`config.mk`:
```
export PLATFORM = sky130hd
export DESIGN_NAME = lockwd_top
export DESIGN_NICKNAME = d
export VERILOG_FILES = /design/src/rtl/lockwd_pkg.sv /design/src/rtl/lockwd_counter.sv /design/src/rtl/lockwd_rstgen.sv /design/src/rtl/lockwd_regs.sv /design/src/rtl/lockwd_top.sv
export SDC_FILE = /design/constraint.sdc
export NUM_CORES = 1
export LEC_CHECK = 0
export ABC_AREA = 1
export BUFFER_PORTS_ARGS = -buffer_cell sky130_fd_sc_hd__buf_4
export CAP_MARGIN = 20
export CELL_PAD_IN_SITES_DETAIL_PLACEMENT = 1
export CELL_PAD_IN_SITES_GLOBAL_PLACEMENT = 1
export CORE_UTILIZATION = 33
export CTS_CLUSTER_DIAMETER = 80
export CTS_CLUSTER_SIZE = 16
export DETAILED_ROUTE_END_ITERATION = 16
export PLACE_DENSITY_LB_ADDON = 0.1
export SYNTH_ARGS = -nofsm -noshare
export SYNTH_HDL_FRONTEND = slang
export SYNTH_SLANG_ARGS = --single-unit
export TNS_END_PERCENT = 1
```
`constraint.sdc`:
```
create_clock -name clk -period 1.7 [get_ports clk]
set_input_delay 0.34 -clock clk [delete_from_list [all_inputs] [get_ports clk]]
set_output_delay 0.34 -clock clk [all_outputs]
set_load 0.02 [all_outputs]
```
`src/rtl/lockwd_pkg.sv`:
```
package lockwd_pkg;
  localparam int DATA_W = 32;
  localparam logic [DATA_W-1:0] UNLOCK_KEY = 32'h0000_482E;

  // Byte offsets of the registers
  localparam int OFF_COUNT  = 'h14;
  localparam int OFF_CTRL   = 'h18;
  localparam int OFF_KEY    = 'h1C;
  localparam int OFF_STATUS = 'h20;

  // Status bit positions
  localparam int ST_PEND_BIT = 3;
  localparam int ST_WARM_BIT = 4;

  // Control register: bit2 count, bit1 irq, bit0 reset
  typedef struct packed {
    logic count;
    logic irq;
    logic rst;
  } wd_ctl_t;
endpackage

```
`src/rtl/lockwd_counter.sv`:
```
module lockwd_counter #(
  parameter int CNT_W = 32
) (
  input  logic             clk,
  input  logic             rst_n,
  input  logic             count_en,
  input  logic             load,
  input  logic [CNT_W-1:0] load_val,
  output logic [CNT_W-1:0] cnt,
  output logic             expire
);
  logic [CNT_W-1:0] cnt_q;
  logic             fired_q;
  logic             at_zero;

  assign at_zero = (cnt_q == '0);
  assign expire  = count_en && at_zero && !fired_q && !load;
  assign cnt     = cnt_q;

  always_ff @(posedge clk) begin
    if (!rst_n) begin
      cnt_q   <= '0;
      fired_q <= 1'b0;
    end else begin
      if (load) begin
        cnt_q <= load_val;
      end else if (count_en && !at_zero) begin
        cnt_q <= cnt_q - 1'b1;
      end
      if (load || !count_en) begin
        fired_q <= 1'b0;
      end else if (expire) begin
        fired_q <= 1'b1;
      end
    end
  end


  countdown_step_chk: assert property (@(posedge clk) disable iff (!rst_n)
    (count_en && !load && !at_zero) |=> (cnt_q == $past(cnt_q) - 1'b1));


  zero_hold_chk: assert property (@(posedge clk) disable iff (!rst_n)
    (!load && at_zero) |=> (cnt_q == '0));


  single_expire_chk: assert property (@(posedge clk) disable iff (!rst_n)
    (expire && !load) |=> !expire);
endmodule

```
`src/rtl/lockwd_rstgen.sv`:
```
module lockwd_rstgen #(
  parameter int RST_CYCLES = 4
) (
  input  logic clk,
  input  logic por_n,
  input  logic fire,
  output logic rst_req,
  output logic warm_flag
);
  localparam int PW = $clog2(RST_CYCLES + 1);

  logic warm_q;

  generate
    if (RST_CYCLES <= 1) begin : g_single
      logic req_q;
      always_ff @(posedge clk) begin
        if (!por_n) req_q <= 1'b0;
        else        req_q <= fire;
      end
      assign rst_req = req_q;
    end else begin : g_multi
      logic [PW-1:0] left_q;
      always_ff @(posedge clk) begin
        if (!por_n) begin
          left_q <= '0;
        end else if (fire) begin
          left_q <= PW'(RST_CYCLES);
        end else if (left_q != '0) begin
          left_q <= left_q - 1'b1;
        end
      end
      assign rst_req = (left_q != '0);
    end
  endgenerate

  always_ff @(posedge clk) begin
    if (!por_n)    warm_q <= 1'b0;
    else if (fire) warm_q <= 1'b1;
  end
  assign warm_flag = warm_q;


  flag_with_req_chk: assert property (@(posedge clk) disable iff (!por_n)
    rst_req |-> warm_q);


  req_start_chk: assert property (@(posedge clk) disable iff (!por_n)
    $rose(rst_req) |-> $past(fire));
endmodule

```
`src/rtl/lockwd_regs.sv`:
```
module lockwd_regs
  import lockwd_pkg::*;
#(
  parameter int ADDR_W = 8,
  parameter int CNT_W  = 32
) (
  input  logic              clk,
  input  logic              rst_n,
  input  logic [ADDR_W-1:0] bus_addr,
  input  logic              bus_wr,
  input  logic              bus_rd,
  input  logic [DATA_W-1:0] bus_wdata,
  output logic [DATA_W-1:0] bus_rdata,
  input  logic [CNT_W-1:0]  cnt_val,
  input  logic              expire,
  input  logic              warm_flag,
  output wd_ctl_t           ctl,
  output logic              load,
  output logic [CNT_W-1:0]  load_val,
  output logic              pending
);
  localparam logic [ADDR_W-1:0] A_COUNT  = ADDR_W'(OFF_COUNT);
  localparam logic [ADDR_W-1:0] A_CTRL   = ADDR_W'(OFF_CTRL);
  localparam logic [ADDR_W-1:0] A_KEY    = ADDR_W'(OFF_KEY);
  localparam logic [ADDR_W-1:0] A_STATUS = ADDR_W'(OFF_STATUS);

  logic    unlocked_q;
  wd_ctl_t ctl_q;
  logic    pend_q;
  logic    wr_key, wr_ctrl, wr_stat;

  assign wr_key   = bus_wr && (bus_addr == A_KEY);
  assign wr_ctrl  = bus_wr && (bus_addr == A_CTRL) && unlocked_q;
  assign wr_stat  = bus_wr && (bus_addr == A_STATUS);
  assign load     = bus_wr && (bus_addr == A_COUNT) && unlocked_q;
  assign load_val = bus_wdata[CNT_W-1:0];
  assign ctl      = ctl_q;
  assign pending  = pend_q;

  always_ff @(posedge clk) begin
    if (!rst_n) begin
      unlocked_q <= 1'b0;
      ctl_q      <= '0;
      pend_q     <= 1'b0;
    end else begin
      if (wr_key) unlocked_q <= (bus_wdata == UNLOCK_KEY);
      if (wr_ctrl) ctl_q <= wd_ctl_t'(bus_wdata[2:0]);
      if (expire && ctl_q.irq) begin
        pend_q <= 1'b1;
      end else if (wr_stat && bus_wdata[ST_PEND_BIT]) begin
        pend_q <= 1'b0;
      end
    end
  end

  always_comb begin
    bus_rdata = '0;
    if (bus_rd) begin
      unique case (bus_addr)
        A_COUNT:  bus_rdata = DATA_W'(cnt_val);
        A_CTRL:   bus_rdata = DATA_W'(ctl_q);
        A_KEY:    bus_rdata = DATA_W'(unlocked_q);
        A_STATUS: begin
          bus_rdata[ST_PEND_BIT] = pend_q;
          bus_rdata[ST_WARM_BIT] = warm_flag;
        end
        default:  bus_rdata = '0;
      endcase
    end
  end


  locked_ctrl_hold_chk: assert property (@(posedge clk) disable iff (!rst_n)
    (bus_wr && (bus_addr == A_CTRL) && !unlocked_q) |=> $stable(ctl_q));


  unlock_take_chk: assert property (@(posedge clk) disable iff (!rst_n)
    (wr_key && (bus_wdata == UNLOCK_KEY)) |=> unlocked_q);


  pend_cause_chk: assert property (@(posedge clk) disable iff (!rst_n)
    $rose(pend_q) |-> $past(expire && ctl_q.irq));
endmodule

```
`src/rtl/lockwd_top.sv`:
```
module lockwd_top
  import lockwd_pkg::*;
#(
  parameter int ADDR_W     = 8,
  parameter int CNT_W      = 32,
  parameter int RST_CYCLES = 4
) (
  input  logic              clk,
  input  logic              por_n,
  input  logic              warm_rst_n,
  input  logic [ADDR_W-1:0] bus_addr,
  input  logic              bus_wr,
  input  logic              bus_rd,
  input  logic [31:0]       bus_wdata,
  output logic [31:0]       bus_rdata,
  output logic              wd_rst_req,
  output logic              wd_irq
);
  logic             rst_n;
  wd_ctl_t          ctl;
  logic             load;
  logic [CNT_W-1:0] load_val;
  logic [CNT_W-1:0] cnt;
  logic             expire;
  logic             warm_flag;
  logic             pending;
  logic             fire;

  assign rst_n  = por_n & warm_rst_n;
  assign fire   = expire & ctl.rst;
  assign wd_irq = pending;

  lockwd_regs #(.ADDR_W(ADDR_W), .CNT_W(CNT_W)) u_regs (
    .clk(clk), .rst_n(rst_n),
    .bus_addr(bus_addr), .bus_wr(bus_wr), .bus_rd(bus_rd),
    .bus_wdata(bus_wdata), .bus_rdata(bus_rdata),
    .cnt_val(cnt), .expire(expire), .warm_flag(warm_flag),
    .ctl(ctl), .load(load), .load_val(load_val), .pending(pending)
  );

  lockwd_counter #(.CNT_W(CNT_W)) u_cnt (
    .clk(clk), .rst_n(rst_n),
    .count_en(ctl.count), .load(load), .load_val(load_val),
    .cnt(cnt), .expire(expire)
  );

  lockwd_rstgen #(.RST_CYCLES(RST_CYCLES)) u_rstgen (
    .clk(clk), .por_n(por_n), .fire(fire),
    .rst_req(wd_rst_req), .warm_flag(warm_flag)
  );
endmodule

```
# Word level (Yosys, flattened, before mapping)
# Index checks and enable logic that the tools add are counted.
# Widths: inputs -> output; s select.
# classes
reduce_logical	24
n_addsub	2
mux	10
n_eq_ne	5
bitwise	4
# ops
operator	n
$mux 32	3
$eq 32x15->1 const B	1
$logic_not 32->1	1
$sub 32x1->32 const B	1
$mux 27	1
$eq 8x5->1 const B	3
$logic_and 1x1->1	12
$pmux 3 s3	1
$eq 8x6->1 const B	1
$mux 3	2
$reduce_bool 2->1	3
$logic_not 1->1	4
$pmux 2 s2	1
$reduce_or 2->1	2
$reduce_bool 3->1	1
$sub 3x1->3 const B	1
$and 1x1->1	2
$mux 1	2
$not 1->1	2
$logic_or 1x1->1	1
# word_totals
in_bits	45
wordCells	55
out_inout_bits	34
regBits	42

# Longest topological paths before layout
# Gate-level depths: netlist (run 1).
# depth
word_depth	7
mapped_depth	13
ltp_nobuf	13

# By module
# A second synthesis (run 1) with hierarchy kept.
# unflattened
hier_cells	709
area_unflattened_um2	3870.0
# modules_own_cells
module	area_each_um2	seq_area_each_um2	cells_each	n_inst
lockwd_counter	2575.0	660.6	463	1
lockwd_regs	1077.3	100.1	213	1
lockwd_rstgen	202.7	80.1	29	1
lockwd_top	15.0	0.0	4	1

# Worst setup path after synthesis (run 1)
# Ideal clock, no wire load.
# synth_path
path_kind	input to output
startpoint	in bus_addr[7]
endpoint	out bus_rdata[11]
path_slack_ns	-0.333
required_ns	1.360
n_path_buf	2
stages	7
arrival_time_ns	1.693
cell_sequence	nor2_1 inv_1 nor2_2 nand2_1 clkbuf_1 clkbuf_1 nor3_1
# synth_via
elab_chain_cells	3
# synth_lines
item	line_no	source
from (decl)	lockwd_top.sv:11	input logic [ADDR_W-1:0] bus_addr,
$eq 8x5->1	lockwd_regs.sv:59	unique case (bus_addr)
$mux 27	lockwd_regs.sv:59	
$mux 32	lockwd_regs.sv:58	if (bus_rd) begin
to (decl)	lockwd_top.sv:15	output logic [31:0] bus_rdata,
# No other way between the ends.

# Worst setup path in the final report (run 1)
# layout_path
startpoint	in bus_addr[3]
endpoint	reg u_cnt.cnt_q[30] (netlist: u_cnt.cnt[30])
# layout_via
elab_chain_cells	4
word_cells_on_any_way	5
cone_classes	eq/ne: 1; mux: 1; reduce/logical: 3
# layout_lines
item	line_no	source
$eq 8x5->1 *	lockwd_regs.sv:35	assign load = bus_wr && (bus_addr == A_COUNT) && unlocked_q;
$logic_and 1x1->1 * (2 in series)	lockwd_regs.sv:35	
$mux 32 / $reduce_bool 2->1 (equally long branches)	-	
to (signal assigned)	lockwd_counter.sv:26	cnt_q <= load_val;
to (signal assigned)	lockwd_counter.sv:28	cnt_q <= cnt_q - 1'b1;
to (decl)	lockwd_counter.sv:12	logic [CNT_W-1:0] cnt_q;
# Mark *: on every way between the ends. The rest lies on a longest branch, timed or not.
# A chain may end at the register's enable or synchronous reset.

==> results of run 1 <==
[flip-flops by register name, summed over array words and instances, names as in the netlist]
name and cells:
u_regs.unlocked_q 1, u_rstgen.warm_flag 1, u_cnt.fired_q 1, u_regs.ctl 3, u_cnt.cnt 32, u_rstgen.g_multi.left_q 3, u_regs.pending 1
[power by group]
group / internal [uW] / switching, uW / leakage, uW
registers: 1020 / 16.8 / 0.000340
logic: 222 / 276 / 0.00251
clock network: 439 / 399 / 0.0000514
total: 1680 / 692 / 0.00290
[worst max-delay path, cell delays in order]
cell                      delay, ps
sky130_fd_sc_hd__buf_4          120
sky130_fd_sc_hd__inv_2           90
sky130_fd_sc_hd__nand2_2         70
sky130_fd_sc_hd__nor2_4         140
sky130_fd_sc_hd__buf_4          130
sky130_fd_sc_hd__buf_4           90
sky130_fd_sc_hd__buf_4           90
sky130_fd_sc_hd__buf_4          130
sky130_fd_sc_hd__nand4_4         90
sky130_fd_sc_hd__buf_12         170
sky130_fd_sc_hd__buf_8          140
sky130_fd_sc_hd__nand3_1         80
sky130_fd_sc_hd__nand2_1         60
sky130_fd_sc_hd__nor2_1         170
sky130_fd_sc_hd__nor2_1          80
[cell type report]
cell class	instances	area share
clock buffer	6	0.0128
clock inverter	2	0.00661
inverter	83	0.0586
multi-input combinational	493	0.484
sequential	42	0.148
tap	136	0.0300
timing repair buffer	166	0.260
[cells in the mapped netlist, drive strengths merged]
library cell	number	area share
a21oi	32	0.057
o21bai	1	0.0021
ha	4	0.014
clkinv	1	0.0014
buf	9	0.016
nand2	232	0.25
o211ai	1	0.0021
nand4	7	0.017
nor4	5	0.0089
nor3	31	0.044
clkbuf	9	0.0096
xnor2	1	0.0025
o21ai	22	0.035
or2	1	0.0018
xor2	5	0.012
dfxtp	42	0.24
nor2	96	0.11
nand3	55	0.080
inv	82	0.088
[kinds of logic after synthesis]
logic type,count (synthesis),share of synthesized area
xor+xnor,6,0.0150
simple gates,427,0.520
buf+inv,101,0.115
fa+ha+maj,4,0.0143
compound gates,56,0.0963
flops,42,0.240
[path summary, 6_finish.rpt]
| kind | cells after the start | startpoint | slack [ps] | endpoint |
|---|---|---|---|---|
| max | 15 | bus_addr[3] | -110 | u_cnt.cnt[30] |
| min | 3 | por_n | 290 | u_rstgen.g_multi.left_q[2] |
| max reg2reg | 9 | u_cnt.cnt[19] | -70 | u_cnt.cnt[30] |
| min reg2reg | 2 | u_rstgen.warm_flag | 480 | u_rstgen.warm_flag |
[through the flow]
| step | hold WS, ps | TNS [ps] | area [um^2] |
|---|---|---|---|
| finish | 293 | -1490 | 5680 |
| global route | 319 | -4940 | 5680 |
| CTS | 290 | -201 | 5260 |
| detailed placement | 463 | -6670 | 4940 |
| global placement | 443 | -3070 | 4940 |
| floorplan | 427 | -5800 | 3680 |
[timing repair]
item	in CTS	in global routing
endpoints found under the hold margin	0	0
pin swaps	5	16
buffers inserted	4	7
cloned	1	3
hold buffers	0	0
gates resized for setup	45	85
setup endpoints to repair	68	70
[per-layer routing]
layer,routed length (um),track usage
met1,6840,0.359
met3,864,0.0287
met4,349,0.0644
met5,0,0
met2,8200,0.501
==> results.yml, run 1 <==
status:
  outcome: "finished with violations"
  violations_in_the_final_reports: "setup timing"
cells_and_area:
  register_area_um2: 843
  final_common_cell: "sky130_fd_sc_hd__nand2_1"
  antennaDiodeCount: 0
  most-common-layout-cells: "212 x sky130_fd_sc_hd__nand2_1, 136 x sky130_fd_sc_hd__buf_4, 67 x sky130_fd_sc_hd__inv_1, 66 x sky130_fd_sc_hd__nor2_1, 50 x sky130_fd_sc_hd__nand3_1"
  layout.filler_cells: 1403
  total_area_of_multi_input_combinational_cells_mm2: 0.00275
  finish.net_count: 840
  number_of_standard_cells_in_the_final_layout_excluding_fillers: 928
  relative_area_change_from_synthesis_to_final_layout_pct: 61.9
  layout_cells_sized_above_1: 0.374
  final_core_util: 0.550
clock_tree:
  cts_inserted_buffers: 5
  tritoncts_clock_tree: "built"
  cts.sinks: 42
  cts_htree_levels: 2
  ctsLongestPathBuffers: 2
  worstSkewPairLatency_ps: 310
  reg_clk_slew_reported_paths_ps: 90
  clock_tree.root_cell: "sky130_fd_sc_hd__clkbuf_8"
sta:
  highest_clock_rate_ghz: 0.551
  fin_worst_skew_ps: 11.2
  report.final.hold_viol_count: 0
  worst_slew_margin_rel: 0.554
  unrepaired_setup_endpoints_after_global_routing: "yes"
  worstMarginPinSlew_ps: 668
  clock_period_minus_final_worst_setup_slack_ps: 1810
  final_setup_fails: 34
  post-route-worst-setup-slack_ps: -114
  final_max_slew_viol_count: 0
  finalCritPeriodShare: 1.07
placement:
  detailed_place_hpwl_um: 11600
  dp_worst_setup_slack_ps: -209
  gp_congestion: 0.925
  io_buffer_count: 78
  place_inst: 905
yosys:
  netlist-cell-type-count: 34
  syn_inst: 636
  number_of_flip_flops_and_latches_in_the_synthesized_netlist: 42
  mappedNetlistNets: 685
  syn_area_per_cell_um2: 5.52
  synth-seq-area-share: 0.240
  yosys_warnings: 0
  summed_instance_area_of_the_synthesized_netlist_mm2: 0.00351
floorplanning:
  dieArea_mm2: 0.0111
  core-area_mm2: 0.0103
  dieHeight_um: 105
  initial_core_util: 0.340
  row_count: 37
  design.portCount: 79
  dieWidth_um: 105
drt:
  detail_route.iter0.violations: 210
  final_antenna_net_count: 0
  drt-vias-per-instance: 5.12
  detailroute.via_count: 4750
  drt-total-wl_um: 16300
  route.detailed.wl_per_inst_um: 17.5
  drtPass1Iterations: 4
  drc_errors: 0
global_routing:
  grt_overflow: 0
  grt_util_all_layers: 0.280
  maximum_number_of_pins_on_one_net_before_global_route_repair: 23
  via_count_of_the_first_global_routing_pass: 4803
  grt_first_pass_wirelength_um: 24200
  antenna_violations_before_repair: 0
critical_path:
  cp-end-kind: "flop"
  setup.worst_path.class: "in2reg"
  worstSetupStartpointType: "input pin"
  timing.critical_path.fanout_max: 7
  cp.arrival_ps: 1990
  cp.required_ps: 1880
hold_path:
  hold_crit_class: "in2reg"
power_and_ir_drop:
  vdd_ir_drop_max_v: 0.000368
  leakagePower_uw: 0.00290
  power.density_cell_area_mw_per_mm2: 418
  power_uw: 2370
run:
  max_cap_viol_count: 0
No activity file was read; power rests on OpenSTA's default activity.
==> run 2: changes to the inputs <==
Settings changed: MAX_ROUTING_LAYER set to met4.
==> results.yml, run 2 (synthesis results as in run 1) <==
cells_and_area:
  finish.net_count: 840
  final_common_cell: "sky130_fd_sc_hd__nand2_1"
  fin_area_mm2: 0.00568
  largest_register_ff_count: 32
  relative_area_change_from_synthesis_to_final_layout_pct: 61.7
  final_core_util: 0.550
  layout.filler_cells: 1405
  layout_cells_sized_above_1: 0.374
  antennaDiodeCount: 0
  most-common-layout-cells: "212 x sky130_fd_sc_hd__nand2_1, 136 x sky130_fd_sc_hd__buf_4, 67 x sky130_fd_sc_hd__inv_1, 66 x sky130_fd_sc_hd__nor2_1, 50 x sky130_fd_sc_hd__nand3_1"
power_and_ir_drop:
  pwr-share-clk: 0.357
  power.sequential.fraction: 0.435
  power_uw: 2380
  swShare: 0.295
  switching_power_uw: 701
  vdd_ir_drop_max_v: 0.000364
  cell_internal_pwr_uw: 1680
  leakagePower_uw: 0.00290
  power_frac_comb: 0.209
  power.density_cell_area_mw_per_mm2: 420
clock_tree:
  tritoncts_clock_tree: "built"
  cts.sinks: 42
  reg_clk_slew_reported_paths_ps: 100
  cts_inserted_buffers: 5
  worstSkewPairLatency_ps: 310
  ctsLongestPathBuffers: 2
  cts_htree_levels: 2
  holdBufCountCts: 0
  clock_tree.root_cell: "sky130_fd_sc_hd__clkbuf_8"
global_routing:
  antenna_violations_before_repair: 0
  grt_overflow: 0
  grt_first_pass_wirelength_um: 24200
  via_count_of_the_first_global_routing_pass: 4792
  maximum_number_of_pins_on_one_net_before_global_route_repair: 23
  grt_util_all_layers: 0.289
drt:
  drt-vias-per-instance: 5.16
  route.detailed.wl_per_inst_um: 17.7
  detailroute.via_count: 4784
  drt-total-wl_um: 16400
  drc_errors: 0
  drtPass1Iterations: 5
  detail_route.iter0.violations: 201
  final_antenna_net_count: 0
floorplanning:
  dieArea_mm2: 0.0111
  design.portCount: 79
  dieHeight_um: 105
  row_count: 37
  initial_core_util: 0.340
  core-area_mm2: 0.0103
  dieWidth_um: 105
placement:
  post_dp_cell_area_mm2: 0.00494
  gp_congestion: 0.942
  detailed_place_hpwl_um: 11600
  io_buffer_count: 78
  dp_worst_setup_slack_ps: -209
critical_path:
  worstSetupStartpointType: "flop"
  setup.worst_path.class: "reg2reg"
  cp_cell_sequence: "nor2_2 -> nand2_1 -> nor2_2 -> nand2_1 -> o21ai_4 -> buf_8 -> nand3_1 -> nand2_1 -> nor2_1 -> nor2_1"
  cp.required_ps: 1950
  critical_path.top_delay_family: "simple AND/OR/NAND/NOR gates"
  critical_path.n_buffers_inverters: 1
  cp.arrival_ps: 2090
  crit_path_max_incr_delay_ps: 370
  crit_path_top_delay_cell: "sky130_fd_sc_hd__dfxtp_1"
  timing.critical_path.fanout_max: 7
  cp-end-kind: "flop"
  crit_path_top_cell_by_count: "sky130_fd_sc_hd__nand2_1"
sta:
  final_setup_fails: 60
  finalCritPeriodShare: 1.09
  worst_slew_margin_rel: 0.575
  fin_worst_skew_ps: 9.16
  unrepaired_setup_endpoints_after_global_routing: "yes"
  highest_clock_rate_ghz: 0.541
  clock_period_minus_final_worst_setup_slack_ps: 1850
  post-route-worst-setup-slack_ps: -147
  worstMarginPinSlew_ps: 637
  final_max_slew_viol_count: 0
  report.final.hold_viol_count: 0
status:
  violations_in_the_final_reports: "setup timing"
  outcome: "finished with violations"
run:
  max_cap_viol_count: 0
hold_path:
  hold_crit_class: "in2reg"
run 2: cell types whose count changed in the layout (fill, tap and decap cells not counted):
cell | before | now
sky130_fd_sc_hd__clkinv_8 | 1 | 0
sky130_fd_sc_hd__inv_8 | 0 | 1
run 2: path summary, 6_finish.rpt:
| path | startpoint | end | slack (ps) | cells past startpoint |
|---|---|---|---|---|
| setup / recovery | u_cnt.cnt[30] | u_cnt.cnt[30] | -150 | 10 |
| hold / removal | por_n | u_rstgen.g_multi.left_q[2] | 280 | 3 |
| setup reg to reg | u_cnt.cnt[30] | u_cnt.cnt[30] | -150 | 10 |
| hold reg to reg | u_rstgen.warm_flag | u_rstgen.warm_flag | 480 | 2 |
run 2: power by group through the flow:
stage / sequential, uW / combinational, uW / clock, uW
floorplan: 1050 / 222 / 0
global placement: 1050 / 398 / 0
detailed placement: 1060 / 426 / 0
CTS: 1040 / 451 / 853
global route: 1040 / 555 / 889
finish: 1040 / 497 / 849
run 2: worst min-delay path, stage by stage:
cell and delay (ps):
sky130_fd_sc_hd__buf_4 120, sky130_fd_sc_hd__inv_1 60, sky130_fd_sc_hd__a21oi_1 40
run 2: layout make-up:
cell class | instances | area (um^2) | share of cell area
Inverter | 83 | 328 | 0.0578
Sequential cell | 42 | 843 | 0.149
Multi-Input combinational cell | 493 | 2750 | 0.484
Timing Repair Buffer | 166 | 1480 | 0.260
Tap cell | 136 | 170 | 0.0300
Clock buffer | 6 | 72.6 | 0.0128
Clock inverter | 2 | 37.5 | 0.00661
run 2: metrics by stage:
stage	hold slack, ps	std cells	setup TNS (ps)
detailed placement	463	905	-6670
finish	283	928	-3190
global placement	443	905	-3070
floorplan	427	636	-5800
global route	311	928	-6110
CTS	290	918	-201
run 2: metal layers:
metal / global-route usage / up-vias / share of wire
li1: - / 2300 / -
met5: - / - / 0
met3: 0.0343 / 38 / 0.050
met1: 0.360 / 2288 / 0.43
met2: 0.501 / 158 / 0.49
met4: 0.0584 / 0 / 0.028
run 2: timing repair:
action / 4_1_cts / 5_1_grt
endpoints found under the setup margin: 68 / 70
pin swaps: 5 / 16
buffers inserted: 4 / 7
gates resized for setup: 45 / 84
cloned: 1 / 3
